$ cat src/rtl/xbus_pkg.sv
package xbus_pkg;

  typedef enum logic [2:0] {
    LAY_OFF     = 3'd0,
    LAY_A24_D8  = 3'd1,
    LAY_A24_D16 = 3'd2,
    LAY_A16_D8  = 3'd3,
    LAY_A8_D16  = 3'd4
  } layout_e;

  typedef enum logic [2:0] {
    PH_IDLE = 3'd0,
    PH_ADDR = 3'd1,
    PH_TURN = 3'd2,
    PH_DAT1 = 3'd3,
    PH_DAT2 = 3'd4,
    PH_DONE = 3'd5
  } phase_e;

endpackage

$ cat src/rtl/xbus_cfg_decode.sv
module xbus_cfg_decode
  import xbus_pkg::*;
(
  input  logic    p1_fn,
  input  logic    p1_ctl,
  input  logic    p2_fn,
  input  logic    p2_ctl,
  output layout_e layout
);

  always_comb begin
    layout = LAY_OFF;
    if (p1_fn && p2_fn) begin
      unique case ({p1_ctl, p2_ctl})
        2'b01:   layout = LAY_A24_D8;
        2'b11:   layout = LAY_A24_D16;
        2'b00:   layout = LAY_A16_D8;
        default: layout = LAY_A8_D16;
      endcase
    end
  end

endmodule

$ cat src/rtl/xbus_seq.sv
module xbus_seq
  import xbus_pkg::*;
(
  input  logic   clk,
  input  logic   rst_n,
  input  logic   req_valid,
  input  logic   req_write,
  input  logic   req_internal,
  input  logic   cfg_ok,
  output phase_e phase,
  output logic   wr_cyc,
  output logic   load_ext,
  output logic   capture,
  output logic   ready,
  output logic   ale,
  output logic   rd_n,
  output logic   wr_n,
  output logic   done,
  output logic   err
);

  phase_e phase_q, phase_d;
  logic   wr_q, wr_d;
  logic   err_q, err_d;
  logic   in_data;

  always_comb begin
    phase_d  = phase_q;
    wr_d     = wr_q;
    err_d    = err_q;
    load_ext = 1'b0;
    unique case (phase_q)
      PH_IDLE: begin
        err_d = 1'b0;
        if (req_valid) begin
          if (!cfg_ok) begin
            phase_d = PH_DONE;
            err_d   = 1'b1;
          end else if (req_internal) begin
            phase_d = PH_DONE;
          end else begin
            phase_d  = PH_ADDR;
            wr_d     = req_write;
            load_ext = 1'b1;
          end
        end
      end
      PH_ADDR: phase_d = PH_TURN;
      PH_TURN: phase_d = PH_DAT1;
      PH_DAT1: phase_d = PH_DAT2;
      PH_DAT2: phase_d = PH_DONE;
      default: phase_d = PH_IDLE;
    endcase
  end

  always_ff @(posedge clk or negedge rst_n) begin
    if (!rst_n) begin
      phase_q <= PH_IDLE;
      wr_q    <= 1'b0;
      err_q   <= 1'b0;
    end else begin
      phase_q <= phase_d;
      wr_q    <= wr_d;
      err_q   <= err_d;
    end
  end

  assign in_data = (phase_q == PH_DAT1) || (phase_q == PH_DAT2);
  assign phase   = phase_q;
  assign wr_cyc  = wr_q;
  assign capture = (phase_q == PH_DAT2) && !wr_q;
  assign ready   = (phase_q == PH_IDLE);
  assign ale     = (phase_q == PH_ADDR);
  assign rd_n    = !(in_data && !wr_q);
  assign wr_n    = !(in_data && wr_q);
  assign done    = (phase_q == PH_DONE);
  assign err     = (phase_q == PH_DONE) && err_q;

  a_r3_strobe_excl: assert property (@(posedge clk) disable iff (!rst_n)
    !(!rd_n && !wr_n));
  a_r3_ale_then_turn: assert property (@(posedge clk) disable iff (!rst_n)
    ale |=> (!ale && rd_n && wr_n));
  a_r4_done_pulse: assert property (@(posedge clk) disable iff (!rst_n)
    done |=> (!done && ready));
  a_r10_err_with_done: assert property (@(posedge clk) disable iff (!rst_n)
    err |-> done);

endmodule

$ cat src/rtl/xbus_pinmux.sv
module xbus_pinmux
  import xbus_pkg::*;
#(
  parameter int PW = 8,
  localparam int AW = 3 * PW,
  localparam int DW = 2 * PW
) (
  input  layout_e       layout,
  input  phase_e        phase,
  input  logic          wr_cyc,
  input  logic [AW-1:0] addr_h,
  input  logic [DW-1:0] wdata_h,
  output logic [PW-1:0] p0_out,
  output logic          p0_oe,
  output logic [PW-1:0] p1_out,
  output logic          p1_oe,
  output logic [PW-1:0] p2_out,
  output logic          p2_oe
);

  logic cfgd, p1_shared, p1_dedic, p2_upper, a_phase, w_phase;

  assign cfgd      = (layout != LAY_OFF);
  assign p1_shared = (layout == LAY_A24_D16) || (layout == LAY_A8_D16);
  assign p1_dedic  = (layout == LAY_A24_D8)  || (layout == LAY_A16_D8);
  assign p2_upper  = (layout == LAY_A24_D8)  || (layout == LAY_A24_D16);
  assign a_phase   = (phase == PH_ADDR);
  assign w_phase   = wr_cyc && ((phase == PH_DAT1) || (phase == PH_DAT2));

  always_comb begin
    p0_oe  = cfgd && (a_phase || w_phase);
    p0_out = a_phase ? addr_h[PW-1:0] : wdata_h[PW-1:0];

    p1_oe  = 1'b0;
    p1_out = addr_h[2*PW-1:PW];
    if (p1_dedic) begin
      p1_oe = 1'b1;
    end else if (p1_shared) begin
      p1_oe  = a_phase || w_phase;
      p1_out = a_phase ? addr_h[2*PW-1:PW] : wdata_h[2*PW-1:PW];
    end

    p2_oe  = cfgd;
    p2_out = p2_upper ? addr_h[3*PW-1:2*PW] : addr_h[PW-1:0];
  end

endmodule

$ cat src/rtl/xbus_mux_ctrl.sv
module xbus_mux_ctrl
  import xbus_pkg::*;
#(
  parameter int PW = 8,
  localparam int AW = 3 * PW,
  localparam int DW = 2 * PW
) (
  input  logic          clk,
  input  logic          rst_n,
  input  logic          cfg_p1_fn,
  input  logic          cfg_p1_ctl,
  input  logic          cfg_p2_fn,
  input  logic          cfg_p2_ctl,
  input  logic          req_valid,
  input  logic          req_write,
  input  logic          req_internal,
  input  logic [AW-1:0] req_addr,
  input  logic [DW-1:0] req_wdata,
  output logic          ready,
  output logic          done,
  output logic          err,
  output logic [DW-1:0] rdata,
  output logic          ale,
  output logic          rd_n,
  output logic          wr_n,
  input  logic [PW-1:0] p0_in,
  output logic [PW-1:0] p0_out,
  output logic          p0_oe,
  input  logic [PW-1:0] p1_in,
  output logic [PW-1:0] p1_out,
  output logic          p1_oe,
  input  logic [PW-1:0] p2_in,
  output logic [PW-1:0] p2_out,
  output logic          p2_oe
);

  logic [1:0]    rst_pipe;
  logic          rst_core_n;
  layout_e       layout;
  phase_e        phase;
  logic          wr_cyc, load_ext, capture, wide;
  logic [AW-1:0] addr_h;
  logic [DW-1:0] wdata_h, rdata_q, rdata_d;
  logic          p2_unused;

  always_ff @(posedge clk or negedge rst_n) begin
    if (!rst_n) rst_pipe <= 2'b00;
    else        rst_pipe <= {rst_pipe[0], 1'b1};
  end
  assign rst_core_n = rst_pipe[1];

  xbus_cfg_decode u_dec (
    .p1_fn (cfg_p1_fn),
    .p1_ctl(cfg_p1_ctl),
    .p2_fn (cfg_p2_fn),
    .p2_ctl(cfg_p2_ctl),
    .layout(layout)
  );

  xbus_seq u_seq (
    .clk         (clk),
    .rst_n       (rst_core_n),
    .req_valid   (req_valid),
    .req_write   (req_write),
    .req_internal(req_internal),
    .cfg_ok      (layout != LAY_OFF),
    .phase       (phase),
    .wr_cyc      (wr_cyc),
    .load_ext    (load_ext),
    .capture     (capture),
    .ready       (ready),
    .ale         (ale),
    .rd_n        (rd_n),
    .wr_n        (wr_n),
    .done        (done),
    .err         (err)
  );

  assign wide    = (layout == LAY_A24_D16) || (layout == LAY_A8_D16);
  assign rdata_d = wide ? {p1_in, p0_in} : {{PW{1'b0}}, p0_in};

  always_ff @(posedge clk or negedge rst_core_n) begin
    if (!rst_core_n) begin
      addr_h  <= '0;
      wdata_h <= '0;
      rdata_q <= '0;
    end else begin
      if (load_ext) begin
        addr_h  <= req_addr;
        wdata_h <= req_wdata;
      end
      if (capture) rdata_q <= rdata_d;
    end
  end
  assign rdata     = rdata_q;
  assign p2_unused = ^p2_in;

  xbus_pinmux #(.PW(PW)) u_pin (
    .layout (layout),
    .phase  (phase),
    .wr_cyc (wr_cyc),
    .addr_h (addr_h),
    .wdata_h(wdata_h),
    .p0_out (p0_out),
    .p0_oe  (p0_oe),
    .p1_out (p1_out),
    .p1_oe  (p1_oe),
    .p2_out (p2_out),
    .p2_oe  (p2_oe)
  );

  a_r2_off_no_drive: assert property (@(posedge clk) disable iff (!rst_core_n)
    (layout == LAY_OFF) |-> !(p0_oe || p1_oe || p2_oe));
  a_r8_dedic_p1_on: assert property (@(posedge clk) disable iff (!rst_core_n)
    ((layout == LAY_A24_D8) || (layout == LAY_A16_D8)) |-> p1_oe);
  a_r6_no_drive_on_read: assert property (@(posedge clk) disable iff (!rst_core_n)
    !rd_n |-> !p0_oe);

endmodule

$ cat config.mk
export PLATFORM = sky130hd
export DESIGN_NAME = xbus_mux_ctrl
export DESIGN_NICKNAME = d
export VERILOG_FILES = /design/src/rtl/xbus_pkg.sv /design/src/rtl/xbus_cfg_decode.sv /design/src/rtl/xbus_seq.sv /design/src/rtl/xbus_pinmux.sv /design/src/rtl/xbus_mux_ctrl.sv
export SDC_FILE = /design/constraint.sdc
export NUM_CORES = 1
export LEC_CHECK = 0
export BUFFER_PORTS_ARGS = -buffer_cell sky130_fd_sc_hd__buf_2
export CAP_MARGIN = 40
export CORE_ASPECT_RATIO = 1.1
export CORE_MARGIN = 2
export CORE_UTILIZATION = 45
export CTS_CLUSTER_SIZE = 14
export DETAILED_ROUTE_END_ITERATION = 10
export PLACE_DENSITY_LB_ADDON = 0.25
export SLEW_MARGIN = 20
export SYNTH_ARGS = -nofsm -noshare
export SYNTH_HDL_FRONTEND = slang
export SYNTH_SLANG_ARGS = --single-unit
$ cat constraint.sdc
create_clock -name clk -period 2.4 [get_ports clk]
set_input_delay 0 -clock clk [delete_from_list [all_inputs] [get_ports clk]]
set_output_delay 0 -clock clk [all_outputs]
set_load 0.03 [all_outputs]
==> results.yml <==
sta:
  slew_viol_final: 0
  setup_viol: 0
  tns_ps: 0
  finalHoldViolCount: 0
  tightest_slew_ps: 502
  fin_crit_sh: 0.904
  skew_ps: 6.59
  min_period_ps: 2170
  slew_headroom: 0.663
  rsz0062_at_grt: "false"
  clock.fmax_mhz: 461
floorplanning:
  die-width_um: 81.5
  coreArea_um2: 6480
  num_rows: 31
  initial_core_util: 0.459
  die_area_um2: 7270
  fp.dieH_um: 89.2
  num_io_pins: 122
cells_and_area:
  antenna_cells: 0
  area_growth_pct: 50.2
  fin_nets: 456
  fillers: 484
  stdcell_count: 467
  drive_above_1_share: 0.483
route:
  wl_per_cell_um: 14.5
  firstDrtPassIters: 4
  drc: 0
  via_per_inst: 4.84
  ant_nets: 0
  drt_iter0_markers: 39
  wirelength_um: 6750
  dr_total_vias: 2261
setup_path:
  regToRegStartpoint: "u_seq.phase[1]$_DFFE_PN0P_"
  r2r_cells: 3
  regToRegSetupSlack_ps: 460
  critPathMaxStageDelay_ps: 670
  end_kind: "output pin"
  crit_type: "flip-flop to output pin"
  path_max_fanout: 10
  start_kind: "flip-flop"
  cp.depth: 4
  cp.buffers_inverters: 1
  timing.rr.end: "rdata[10]$_DFFE_PN0P_"
  arrival_ps: 2170
  crit_family: "simple AND/OR/NAND/NOR gates"
  slowest_stage: "or4_4"
  path_cells: "nor3b_2 > or4_4 > mux2_4 > buf_2"
  cp.required_ps: 2400
cts:
  cts-htree-levels: 3
  cts_tree: "yes"
  post-cts-setup-buffer-count: 0
  cts-root-buf: "clkbuf_8"
  clkSlewWorstSetupHoldPaths_ps: 70
  numCtsBuffers: 9
  insertion_delay_ps: 340
  clk_path_buf_depth: 2
  cts_sinks: 63
yosys:
  synth_edf_count: 0
  syn-num-nets: 278
  synth_seq_cells: 63
  ys_seq_area_frac: 0.530
  synth_warnings: 0
  async_flop_share: 1.00
  syn_inst: 202
  ys.flop_type: "dfrtp_1"
  postSynthAreaPerCell_um2: 14.7
  synth.distinct_cells: 36
  synthesis.area_um2: 2970
power:
  powerDensity_nw_per_um2: 1160
  p_leak_nw: 2.25
  peakVddDrop_v: 0.000655
  p_total_mw: 5.19
grt:
  grt_pass1_vias: 2283
  globalRouteMet3Util: 0.0374
  grt_pass1_wl_um: 10400
  grt_busiest_layer: "met2"
  gr-usage-all-layers: 0.193
  grt_start_max_net_pins: 44
  antenna_found_initial: 0
  grtUsageMet1: 0.231
  grt_util_met2: 0.333
  grt_overflow: 0
worst_hold_path:
  whs_path_depth: 4
  min_to: "u_seq.phase[2]$_DFFE_PN0P_"
  min-delay-start: "cfg_p1_fn"
  min_path_type: "primary input to flip-flop"
place:
  numPortBuffers: 113
  hpwl_um: 4350
  finalWeightedCongestion: 0.746
  placed_cells: 391
outcome:
  status: "complete, no violations"
flow_run:
  cap_violations: 0
metrics by stage:
| stage | area (um2) | util | hold WS (ps) | setup WS [ps] |
|---|---|---|---|---|
| global placement | 3630 | 0.560 | -211 | 368 |
| global route | 4460 | 0.689 | 138 | 148 |
| floorplan | 2970 | - | -296 | 357 |
| finish | 4460 | 0.689 | 111 | 230 |
| detailed placement | 3630 | 0.560 | -212 | 335 |
| CTS | 4460 | 0.689 | 105 | 202 |
repair_timing:
item                                    4_1_cts  5_1_grt
hold buffers                                 60        0
gates resized for setup                       1        0
endpoints found under the setup margin        8        0
hold endpoints to repair                     60        0
metal layers:
metal | part of all wire | wire length [um] | up-vias
met1 | 0.41 | 2790 | 1104
met4 | 0.016 | 110 | 0
met5 | 0 | 0 | -
met2 | 0.53 | 3550 | 65
met3 | 0.045 | 305 | 12
li1 | - | - | 1080
where the power goes:
| group | internal, mW | total [mW] | switching, mW |
|---|---|---|---|
| logic | 1.02 | 2.33 | 1.31 |
| clock network | 0.639 | 1.05 | 0.408 |
| registers | 1.52 | 1.81 | 0.286 |
worst max path at each step:
stage	startpoint	end	slack, ps
2_1_floorplan	u_seq.phase[1]$_DFFE_PN0P_	addr_h[10]$_DFFE_PN0P_	360
3_3_place_gp	cfg_p1_ctl	p1_out[3]	370
3_5_place_dp	cfg_p1_ctl	p1_out[0]	340
4_1_cts	u_seq.phase[1]$_DFFE_PN0P_	p1_out[0]	200
5_1_grt	u_seq.phase[1]$_DFFE_PN0P_	p1_out[5]	150
6_report	u_seq.phase[1]$_DFFE_PN0P_	p1_out[2]	230
synthesized netlist by cell type, types with 2 or more instances:
library cell	n	area, um2
buf_2	2	10.0
dfrtp_1	63	1580
mux2_1	31	349
a22o_1	8	70.1
nor4bb_1	3	30.0
mux2_4	16	240
nand2_1	2	7.51
inv_1	5	18.8
o21ai_0	2	10.0
nand2b_1	3	18.8
a21oi_1	2	10.0
nor2_1	4	15.0
ha_1	3	37.5
mux2_2	26	293
buf_6	5	56.3
nor3_1	2	10.0
buf_4	5	37.5
nand3b_1	2	15.0
placed cells by master, fill, tap and decap left out, types with 2 or more instances in the layout:
cell type and instances:
buf_2 113, dfrtp_1 62, dlygate4sd3_1 60, mux2_1 31
mux2_2 26, mux2_4 16, clkbuf_8 11, a22o_1 8
inv_1 5, nor2_1 4, buf_4 4, nand2b_1 3
ha_1 3, nand2_1 2, nand3b_1 2, o21ai_0 2
nor4bb_1 2, nor3_1 2, a21oi_1 2, clkinvlp_4 2
bufinv_16 2, buf_12 2
sequential cells by signal, summed over array words and instances, names as in the netlist:
name	count
rdata	16
rst_pipe	2
u_seq.err_q	1
addr_h	24
wdata_h	16
u_seq.phase	3
u_seq.wr_cyc	1
logic make-up (layout without fill, tap and decap cells):
logic type      after synthesis  in the layout  synth area share
mux                          73             73             0.297
simple gates                 26             26            0.0652
xor+xnor                      2              2           0.00589
flops                        63             63             0.530
other cells                   1              1           0.00126
buf+inv                      17            200            0.0412
compound gates               17             17            0.0467
fa+ha+maj                     3              3            0.0126
layout make-up:
type / count / area, um2 / share of cell area
well taps: 82 / 103 / 0.0230
clock buffers: 11 / 151 / 0.0339
repair buffers: 179 / 1240 / 0.277
inverters: 5 / 18.8 / 0.00420
clock inverters: 5 / 80.1 / 0.0179
multi-input cells: 122 / 1300 / 0.291
flip-flops and latches: 63 / 1580 / 0.353
tightest hold or removal path, cell delays in order:
cell and delay, ps:
buf_2 90, nand3b_1 70, a21oi_1 160, o31ai_1 80
(Power assumes the default switching activity.)
